[config.mk]
export PLATFORM = sky130hd
export DESIGN_NAME = iss_issue_select
export DESIGN_NICKNAME = d
export VERILOG_FILES = /design/src/rtl/iss_pkg.sv /design/src/rtl/iss_age_matrix.sv /design/src/rtl/iss_oldest_pick.sv /design/src/rtl/iss_port_fill.sv /design/src/rtl/iss_issue_select.sv
export SDC_FILE = /design/constraint.sdc
export NUM_CORES = 1
export LEC_CHECK = 0
export BUFFER_PORTS_ARGS = -buffer_cell sky130_fd_sc_hd__buf_2
export CORE_UTILIZATION = 30
export CTS_CLUSTER_DIAMETER = 100
export CTS_CLUSTER_SIZE = 28
export DETAILED_ROUTE_END_ITERATION = 10
export PLACE_DENSITY_LB_ADDON = 0.15
export SLEW_MARGIN = 15
export SYNTH_ARGS = -nofsm -noshare
export SYNTH_HDL_FRONTEND = slang
export SYNTH_SLANG_ARGS = --single-unit
export TNS_END_PERCENT = 1
[constraint.sdc]
create_clock -name clk -period 5.75 [get_ports clk]
set_clock_uncertainty 0.1 [all_clocks]
set_input_delay 1.15 -clock clk [delete_from_list [all_inputs] [get_ports clk]]
set_output_delay 1.15 -clock clk [all_outputs]
set_load 0.02 [all_outputs]
[src/rtl/iss_pkg.sv]
// Shared types for the issue selector.
// Assumes nothing beyond a synthesizable two-valued mode encoding.
package iss_pkg;
    typedef enum logic {
        SEL_SPREAD   = 1'b0,   // oldest to victim, others by index
        SEL_PINGPONG = 1'b1    // one grant, port chosen by toggle bit
    } sel_mode_e;
endpackage

[src/rtl/iss_age_matrix.sv]
// Valid vector and age matrix of the station.
// older_o[i*N+j] = 1 means entry j was written before entry i.
// Assumes enq_idx never names an entry that is still valid.
module iss_age_matrix #(
    parameter int N_ENTRIES = 8,
    localparam int IW = (N_ENTRIES > 1) ? $clog2(N_ENTRIES) : 1
) (
    input  logic                          clk,
    input  logic                          rst_n,
    input  logic                          enq_en,
    input  logic [IW-1:0]                 enq_idx,
    input  logic [N_ENTRIES-1:0]          free_mask,
    output logic [N_ENTRIES-1:0]          valid_o,
    output logic [N_ENTRIES*N_ENTRIES-1:0] older_o
);
    logic [N_ENTRIES-1:0] valid_q;
    logic [N_ENTRIES-1:0] older_q [N_ENTRIES];

    // Track which slots hold entries, and their relative age.
    always_ff @(posedge clk) begin
        if (!rst_n) begin
            valid_q <= '0;
            for (int i = 0; i < N_ENTRIES; i++) older_q[i] <= '0;
        end else begin
            for (int i = 0; i < N_ENTRIES; i++) begin
                valid_q[i] <= (valid_q[i] & ~free_mask[i]) |
                              (enq_en && (enq_idx == IW'(i)));
                if (enq_en) begin
                    if (enq_idx == IW'(i))
                        older_q[i] <= valid_q & ~(N_ENTRIES'(1) << i);
                    else
                        older_q[i][enq_idx] <= 1'b0;
                end
            end
        end
    end

    assign valid_o = valid_q;
    for (genvar g = 0; g < N_ENTRIES; g++) begin : g_flat
        assign older_o[g*N_ENTRIES +: N_ENTRIES] = older_q[g];
    end
endmodule

[src/rtl/iss_oldest_pick.sv]
// Finds the oldest candidate: a candidate with no older candidate.
// Assumes the age matrix is a strict order over the valid entries.
module iss_oldest_pick #(
    parameter int N_ENTRIES = 8
) (
    input  logic [N_ENTRIES-1:0]           cand,
    input  logic [N_ENTRIES*N_ENTRIES-1:0] older,
    output logic [N_ENTRIES-1:0]           oldest
);
    // One row reduction per entry.
    for (genvar g = 0; g < N_ENTRIES; g++) begin : g_row
        assign oldest[g] = cand[g] &
                           ~|(older[g*N_ENTRIES +: N_ENTRIES] & cand);
    end
endmodule

[src/rtl/iss_port_fill.sv]
// Hands the lowest-numbered available entries to the enabled ports,
// port 0 first; each entry goes to at most one port.
// Assumes the caller removes its own victim port from port_en.
module iss_port_fill #(
    parameter int N_ENTRIES = 8,
    parameter int N_PORTS   = 2
) (
    input  logic [N_ENTRIES-1:0]         avail,
    input  logic [N_PORTS-1:0]           port_en,
    output logic [N_PORTS*N_ENTRIES-1:0] fill
);
    logic [N_ENTRIES-1:0] rem;
    logic [N_ENTRIES-1:0] take;

    // Chain of lowest-one pickers, one stage per port.
    always_comb begin
        rem  = avail;
        fill = '0;
        for (int p = 0; p < N_PORTS; p++) begin
            take = '0;
            if (port_en[p]) take = rem & (~rem + N_ENTRIES'(1));
            fill[p*N_ENTRIES +: N_ENTRIES] = take;
            rem = rem & ~take;
        end
    end
endmodule

[src/rtl/iss_issue_select.sv]
// Top of the issue selector: age tracking, oldest pick, victim steering,
// index-order fill of the other ports, and ping-pong single issue.
// Assumes entry_rdy is meaningful only for valid entries.
module iss_issue_select
    import iss_pkg::*;
#(
    parameter int N_ENTRIES = 8,
    parameter int N_PORTS   = 2,
    localparam int IW = (N_ENTRIES > 1) ? $clog2(N_ENTRIES) : 1,
    localparam int PW = (N_PORTS > 1) ? $clog2(N_PORTS) : 1
) (
    input  logic                         clk,
    input  logic                         rst_n,
    input  logic                         enq_en,
    input  logic [IW-1:0]                enq_idx,
    input  logic [N_ENTRIES-1:0]         free_mask,
    input  logic [N_ENTRIES-1:0]         entry_rdy,
    input  logic [N_PORTS-1:0]           port_rdy,
    input  logic                         load_mode,
    input  logic                         unpipelined,
    output logic [N_PORTS*N_ENTRIES-1:0] grant
);
    localparam bit MULTI_PORT = (N_PORTS > 1);

    logic [N_ENTRIES-1:0]           valid_w;
    logic [N_ENTRIES*N_ENTRIES-1:0] older_w;
    logic [N_ENTRIES-1:0]           cand;
    logic [N_ENTRIES-1:0]           oldest;
    logic [N_ENTRIES-1:0]           vic_take;
    logic [N_PORTS*N_ENTRIES-1:0]   fill_w;
    logic [PW-1:0]                  victim;
    logic [PW-1:0]                  pp_port;
    logic                           pp_q;
    sel_mode_e                      mode;

    iss_age_matrix #(.N_ENTRIES(N_ENTRIES)) u_age (
        .clk       (clk),
        .rst_n     (rst_n),
        .enq_en    (enq_en),
        .enq_idx   (enq_idx),
        .free_mask (free_mask),
        .valid_o   (valid_w),
        .older_o   (older_w)
    );

    assign cand = entry_rdy & valid_w;

    iss_oldest_pick #(.N_ENTRIES(N_ENTRIES)) u_pick (
        .cand   (cand),
        .older  (older_w),
        .oldest (oldest)
    );

    // Victim port and the ping-pong target port.
    assign victim  = load_mode ? '0 : PW'(N_PORTS - 1);
    assign pp_port = pp_q ? PW'(N_PORTS - 1) : '0;
    assign mode    = (MULTI_PORT && unpipelined) ? SEL_PINGPONG : SEL_SPREAD;
    assign vic_take = port_rdy[victim] ? oldest : '0;

    iss_port_fill #(.N_ENTRIES(N_ENTRIES), .N_PORTS(N_PORTS)) u_fill (
        .avail   (cand & ~vic_take),
        .port_en (port_rdy & ~(N_PORTS'(1) << victim)),
        .fill    (fill_w)
    );

    // Ping-pong bit: flips on every clock out of reset.
    always_ff @(posedge clk) begin
        if (!rst_n) pp_q <= 1'b0;
        else        pp_q <= ~pp_q;
    end

    // Assemble the per-port grants for the active mode.
    always_comb begin
        grant = '0;
        if (mode == SEL_PINGPONG) begin
            if (port_rdy[pp_port])
                grant[pp_port*N_ENTRIES +: N_ENTRIES] = oldest;
        end else begin
            for (int p = 0; p < N_PORTS; p++) begin
                if (PW'(p) == victim)
                    grant[p*N_ENTRIES +: N_ENTRIES] = vic_take;
                else
                    grant[p*N_ENTRIES +: N_ENTRIES] = fill_w[p*N_ENTRIES +: N_ENTRIES];
            end
        end
    end
endmodule

# Yosys cells after proc, flatten, opt, wreduce, memory -nomap -nowiden
# Memories as Yosys holds them, arrays and structs flattened.
# Index checks and enable logic that the tools add are counted.
op_classes:
  muxes: 153
  order_cmp: 4
  shift: 3
  bitwise: 125
  addsub: 3
  n_eq_ne: 7
  n_reduce_logical: 26
op_table:
  columns: ["cell", "n"]
  rows:
  - ["8-bit two-way mux", 21]
  - ["1-bit two-way mux", 129]
  - ["8-bit bitwise AND", 13]
  - ["1-bit bitwise OR", 80]
  - ["8-bit OR reduction", 8]
  - ["4-bit negator with 34-bit output", 1]
  - ["8-bit by 34-bit variable shift with 16-bit output (first input constant)", 1]
  - ["8-bit by 34-bit variable part select with 16-bit output", 1]
  - ["16-bit two-way mux", 2]
  - ["8-bit inverter", 4]
  - ["8-bit by 1-bit adder with 8-bit output (second input constant)", 2]
  - ["1-bit bitwise AND", 16]
  - ["16-bit bitwise AND", 1]
  - ["3-bit == test (second input constant)", 4]
  - ["1-bit logical AND", 9]
  - ["1-bit inverter", 9]
  - ["1-bit logical NOT", 8]
  - ["3-bit by 2-bit == test with 1-bit output (second input constant)", 2]
  - ["1-bit by 2-bit less-than comparator with 1-bit output (second input constant)", 2]
  - ["3-bit by 4-bit less-than comparator with 1-bit output (second input constant)", 1]
  - ["1-bit demux with 3-bit select", 1]
  - ["3-bit by 1-bit == test with 1-bit output (second input constant)", 1]
  - ["3-bit by 1-bit >= comparator with 1-bit output (second input constant)", 1]
  - ["3-bit logical NOT", 1]
  - ["3 further kinds", 3]
totals:
  elab_cells: 324
  register_bits: 9
  out_inout_bits: 16
  in_bits: 26
  mem_count: 1
  ram_bits: 64
memory_table:
  columns: ["name", "depth", "width", "read_ports", "rd_ports_with_merged_regs", "write_ports", "line", "text"]
  rows:
  - ["u_age.older_q", 8, 8, 8, 0, 8, "iss_age_matrix.sv:17", "logic [N_ENTRIES-1:0] older_q [N_ENTRIES];"]

# Longest topological paths before layout
logic_depth:
  depth_word: 20
  mapped_depth: 8
  depth_no_buf: 6

# Cells and area by module
# A second synthesis with hierarchy kept.
hier_totals:
  hier_cells: 458
  area_unflattened_um2: 4214.0
modules_own_cells:
  columns: ["module", "seq_area_each_um2", "area_per_inst_um2", "n_inst", "cells_each"]
  rows:
  - ["iss_age_matrix", 1841.8, 2839.0, 1, 254]
  - ["iss_issue_select", 20.0, 556.8, 1, 82]
  - ["iss_oldest_pick", 0.0, 424.2, 1, 64]
  - ["iss_port_fill", 0.0, 394.1, 1, 58]

# Worst setup path after synthesis
# Ideal clock, no wire load.
synth_path:
  kind: "in2out"
  start: "in load_mode"
  end: "out grant[15]"
  required_time_ps: 4500
  stages: 8
  n_path_buf: 2
  arrival_time_ps: 2974
  slack_ps: 1526
  path_cell_list: "buf_4 nand2_2 a21boi_4 o41ai_4 o2111a_1 buf_4 a21boi_1 o31ai_1"
synth_via:
  elab_chain_cells: 17
  word_cells_on_any_way: 21
  classes_between: "add/sub: 2; shift: 1; mux: 8; bitwise: 10"
synth_lines:
  columns: ["element", "line", "text"]
  rows:
  - ["from (decl)", "iss_issue_select.sv:19", "input logic load_mode,"]
  - ["1-bit two-way mux (not written as such) (2 in series)", "iss_issue_select.sv:58", "assign vic_take = port_rdy[victim] ? oldest : '0;"]
  - ["8-bit two-way mux", "iss_issue_select.sv:58", null]
  - ["8-bit inverter", "iss_issue_select.sv:61", ".avail (cand & ~vic_take),"]
  - ["8-bit bitwise AND", "iss_issue_select.sv:61", null]
  - ["8-bit inverter", "iss_port_fill.sv:21", "if (port_en[p]) take = rem & (~rem + N_ENTRIES'(1));"]
  - ["8-bit by 1-bit adder with 8-bit output", "iss_port_fill.sv:21", null]
  - ["8-bit bitwise AND", "iss_port_fill.sv:21", null]
  - ["8-bit two-way mux", "iss_port_fill.sv:21", null]
  - ["8-bit inverter", "iss_port_fill.sv:23", "rem = rem & ~take;"]
  - ["8-bit bitwise AND", "iss_port_fill.sv:23", null]
  - ["8-bit inverter", "iss_port_fill.sv:21", null]
  - ["8-bit by 1-bit adder with 8-bit output", "iss_port_fill.sv:21", null]
  - ["8-bit bitwise AND", "iss_port_fill.sv:21", null]
  - ["8-bit two-way mux", "iss_port_fill.sv:21", null]
  - ["8-bit two-way mux (*)", "iss_issue_select.sv:80", "if (PW'(p) == victim)"]
  - ["16-bit two-way mux (*)", "iss_issue_select.sv:75", "if (mode == SEL_PINGPONG) begin"]
  - ["to (decl)", "iss_issue_select.sv:21", "output logic [N_PORTS*N_ENTRIES-1:0] grant"]
# Every way passes the cells marked *; elsewhere a longest branch is shown, timed or not. The select of a mux whose other input is x is not followed.

# Final worst setup path
layout_path:
  start: "in entry_rdy[1]"
  end: "out grant[7]"
layout_via:
  elab_chain_cells: 14
  word_cells_on_any_way: 45
  classes_between: "add/sub: 1; shift: 1; mux: 5; bitwise: 22; reduce/logical: 16"
layout_lines:
  columns: ["element", "line", "text"]
  rows:
  - ["from (decl)", "iss_issue_select.sv:17", "input logic [N_ENTRIES-1:0] entry_rdy,"]
  - ["8-bit bitwise AND (*)", "iss_issue_select.sv:46", "assign cand = entry_rdy & valid_w;"]
  - ["8-bit bitwise AND", "iss_oldest_pick.sv:13", "~|(older[g*N_ENTRIES +: N_ENTRIES] & cand);"]
  - ["8-bit OR reduction", "iss_oldest_pick.sv:13", null]
  - ["1-bit logical NOT", "iss_oldest_pick.sv:13", null]
  - ["1-bit bitwise AND", "iss_oldest_pick.sv:12", "assign oldest[g] = cand[g] &"]
  - ["8-bit two-way mux", "iss_issue_select.sv:58", null]
  - ["8-bit inverter", "iss_issue_select.sv:61", null]
  - ["8-bit bitwise AND", "iss_issue_select.sv:61", null]
  - ["8-bit inverter", "iss_port_fill.sv:21", null]
  - ["8-bit by 1-bit adder with 8-bit output", "iss_port_fill.sv:21", null]
  - ["8-bit bitwise AND", "iss_port_fill.sv:21", null]
  - ["8-bit two-way mux", "iss_port_fill.sv:21", null]
  - ["8-bit two-way mux", "iss_issue_select.sv:80", null]
  - ["16-bit two-way mux (*)", "iss_issue_select.sv:75", null]
# Every way passes the cells marked *; elsewhere a longest branch is shown, timed or not.

==> flow_metrics.tcl <==
set metrics [dict create \
    setup_ws_ps 1300 \
    place_hpwl_um 8390 \
    synth_cells 416 \
    post-cts-setup-buffers 0 \
    insertion_delay_ps 330 \
    fin_crit_sh_pct 77.5 \
    maxSlewHeadroom_pct 41.4 \
    dpl_cell_area_um2 4140 \
    synth_warnings 0 \
    max_stage_delay_ps 520 \
    grt.busiest_layer "met2" \
    rows 41 \
    clk_path_buf_depth 2 \
    start_util_pct 30.6 \
    cpMostUsedCell "buf_2" \
    slowest_stage "a2111oi_2" \
    drt_iter0_drc 361 \
    cts_tree "built" \
    fin_setup_tns_ps 0 \
    p_leak_nw 1.68 \
    postLayoutCellArea_um2 4410 \
    setup_viol 0 \
    cp-end-kind "primary output" \
    cts-htree-levels 3 \
    clock-sinks 65 \
    cp_cell_sequence "buf_2 > and2_1 > a2111oi_2 > a41oi_1 > nor3_1 > a31oi_1 > o22ai_1 > buf_2" \
    grt.overflow.total 0 \
    cts_buffers 9 \
    fmax_mhz 225 \
    synth_common_cells "70 x nand2_1, 56 x edfxtp_1, 43 x nor2_1" \
    dr.pass1.iters 5 \
    grt_antenna_before_repair 0 \
    status "completed" \
    grtUsageMet3_pct 2.95 \
    synth.area.top_cells "edfxtp_1 44%, nand2_1 6.8%, dfxtp_1 4.7%" \
    syn-num-nets 442 \
    synthMuxAreaShare_pct 0.292 \
    num_antenna_cells 0 \
    synth_top_area_share_pct 43.7 \
    dieArea_um2 13300 \
    synth-simple-area-share_pct 29.5 \
    drv_slew 0 \
    synthXorXnorAreaFrac_pct 0.910 \
    fin_crit_ps 4450 \
    synth_adder_area_share_pct 0.260 \
    synth-edff-count 56 \
    yosysSeqAreaShare_pct 48.3 \
    gp_congestion 0.855 \
    ant_nets 0 \
    ios 42 \
    vias 3232 \
    grtUsageMet1_pct 25.4 \
    grt_max_degree 46 \
    port_buffers 41 \
    synth_top_cell_by_area "edfxtp_1" \
    totalWireLength_um 11300 \
    hold_viol 0 \
    die_w_um 115 \
    drv_cap 0 \
    critPathMaxFanout 5 \
    critPathKind "input pin to primary output" \
    grt_usage_pct 18.1 \
    drive_above_1_share_pct 15.3 \
    synth-compound-area-share_pct 16.8 \
    die_h_um 115 \
    ys_types 60 \
    cp.arrival_ps 3200 \
    yosysMostFrequentCell "nand2_1" \
    drt-wirelength-per-cell_um 18.3 \
    synthesis.area_um2 3850 \
    p_per_area_nw_per_um2 256 \
    rsz0062_at_grt "no" \
    cp.required_ps 4500 \
    grt_pass1_wl_um 17600 \
    dp_slack_ps 1300 \
    grt_pass1_vias 3044 \
    clk_pin_slew_worst_paths_ps 50 \
    vias_per_cell 5.26 \
    syn_to_final_growth_pct 14.5 \
    async_flop_share_pct 0 \
    cts_resized 0 \
    irDropWorstVdd_mv 0.122 \
    synth_top_family_by_area "simple AND/OR/NAND/NOR gates" \
    remaining_drc_errors 0 \
    fin_nets 464 \
    worst_setup_path_start_kind "input pin" \
    use_met2_pct 28.3 \
    syn_avg_cell_area_um2 9.26 \
    hold_buffers 0 \
    tightest_slew_ps 874 \
    cts_root_buffer "clkbuf_16" \
    ys_seq_elements 65 \
    n_fill_cell 1307 \
    synthFlopType "edfxtp_1" \
    min_path_type "register to register" \
    fp.coreArea_um2 12600 \
]
-- final timing paths --
check	endpoint	slack [ps]	start	cells past startpoint
hold reg to reg	pp_q$_SDFF_PN0_	360	pp_q$_SDFF_PN0_	1
hold / removal	pp_q$_SDFF_PN0_	360	pp_q$_SDFF_PN0_	1
setup / recovery	grant[7]	1300	entry_rdy[1]	8
setup reg to reg	u_age.older_q[1][7]$_SDFFCE_PP0P_	4310	u_age.valid_o[7]$_SDFF_PN0_	2
-- power breakdown --
group          switching, W   total, W  internal (W)
combinational     0.0000675  0.0000969     0.0000293
clock              0.000190   0.000487      0.000298
sequential        0.0000109   0.000546      0.000535
total              0.000268    0.00113      0.000862
-- cell families (layout without fill, tap and decap cells) --
family	after synthesis	after routing
xor gates and xnor gates	4	4
adders and majority gates	1	1
AOI/OAI and AO/OA	79	79
and+or+nand+nor	230	230
DFF	65	65
muxes	1	1
buffers and inverters	36	63
-- cell usage in the layout (no fill, tap or decap), types with 3 or more instances in the layout --
cell type,Yosys,layout
a2111oi_2,4,4
a21o_1,4,4
a21oi_1,4,4
a31oi_1,8,8
a32oi_1,3,3
a41o_1,3,3
a41oi_1,3,3
and2_1,20,20
and3_1,17,17
buf_2,1,41
clkbuf_16,0,9
clkinv_2,0,3
dfxtp_1,9,9
edfxtp_1,56,56
inv_1,5,5
nand2_1,70,70
nand2b_1,3,3
nand3_1,31,31
nand4_1,8,8
nand4b_1,3,3
nor2_1,43,43
nor2b_1,13,13
nor3_1,6,6
nor4_1,3,3
o21ai_0,13,13
o21bai_1,3,3
o22ai_1,11,11
or3_1,5,5
xor2_1,3,3
-- state kept, by name (all words and copies together), names as in the netlist --
signal	count
pp_q	1
u_age.older_q	56
u_age.valid_o	8
-- critical path, delay by kind of cell --
family	cells	cell delay, ps
AOI/OAI and AO/OA	4	1120
buffers and inverters	2	300
and+or+nand+nor	2	630
-- per-layer routing --
metal	wire (µm)	vias to the layer above	part of all wire [%]
li1	-	1581	-
met1	5380	1542	48
met2	5170	95	46
met3	576	14	5.1
met4	163	0	1.4
met5	0	-	0
-- metrics by stage --
| step | cells | hold WS, ps | power, W | utilization, % |
|---|---|---|---|---|
| after floorplan | 416 | 326 | 0.000616 | - |
| after global placement | 599 | 352 | 0.000652 | 33.0 |
| after detailed placement | 599 | 351 | 0.000652 | 33.0 |
| after CTS | 615 | 365 | 0.00114 | 35.1 |
| after global routing | 615 | 394 | 0.00117 | 35.1 |
| final | 615 | 364 | 0.00113 | 35.1 |
-- cell type report --
type / count / area (µm²) / share of cell area (%)
Multi-Input combinational cell: 315 / 1840 / 41.7
Sequential cell: 65 / 1860 / 42.2
Clock inverter: 5 / 22.5 / 0.511
Timing Repair Buffer: 41 / 205 / 4.66
Clock buffer: 11 / 243 / 5.51
Inverter: 6 / 22.5 / 0.511
Tap cell: 172 / 215 / 4.88
(Power assumes the default switching activity.)
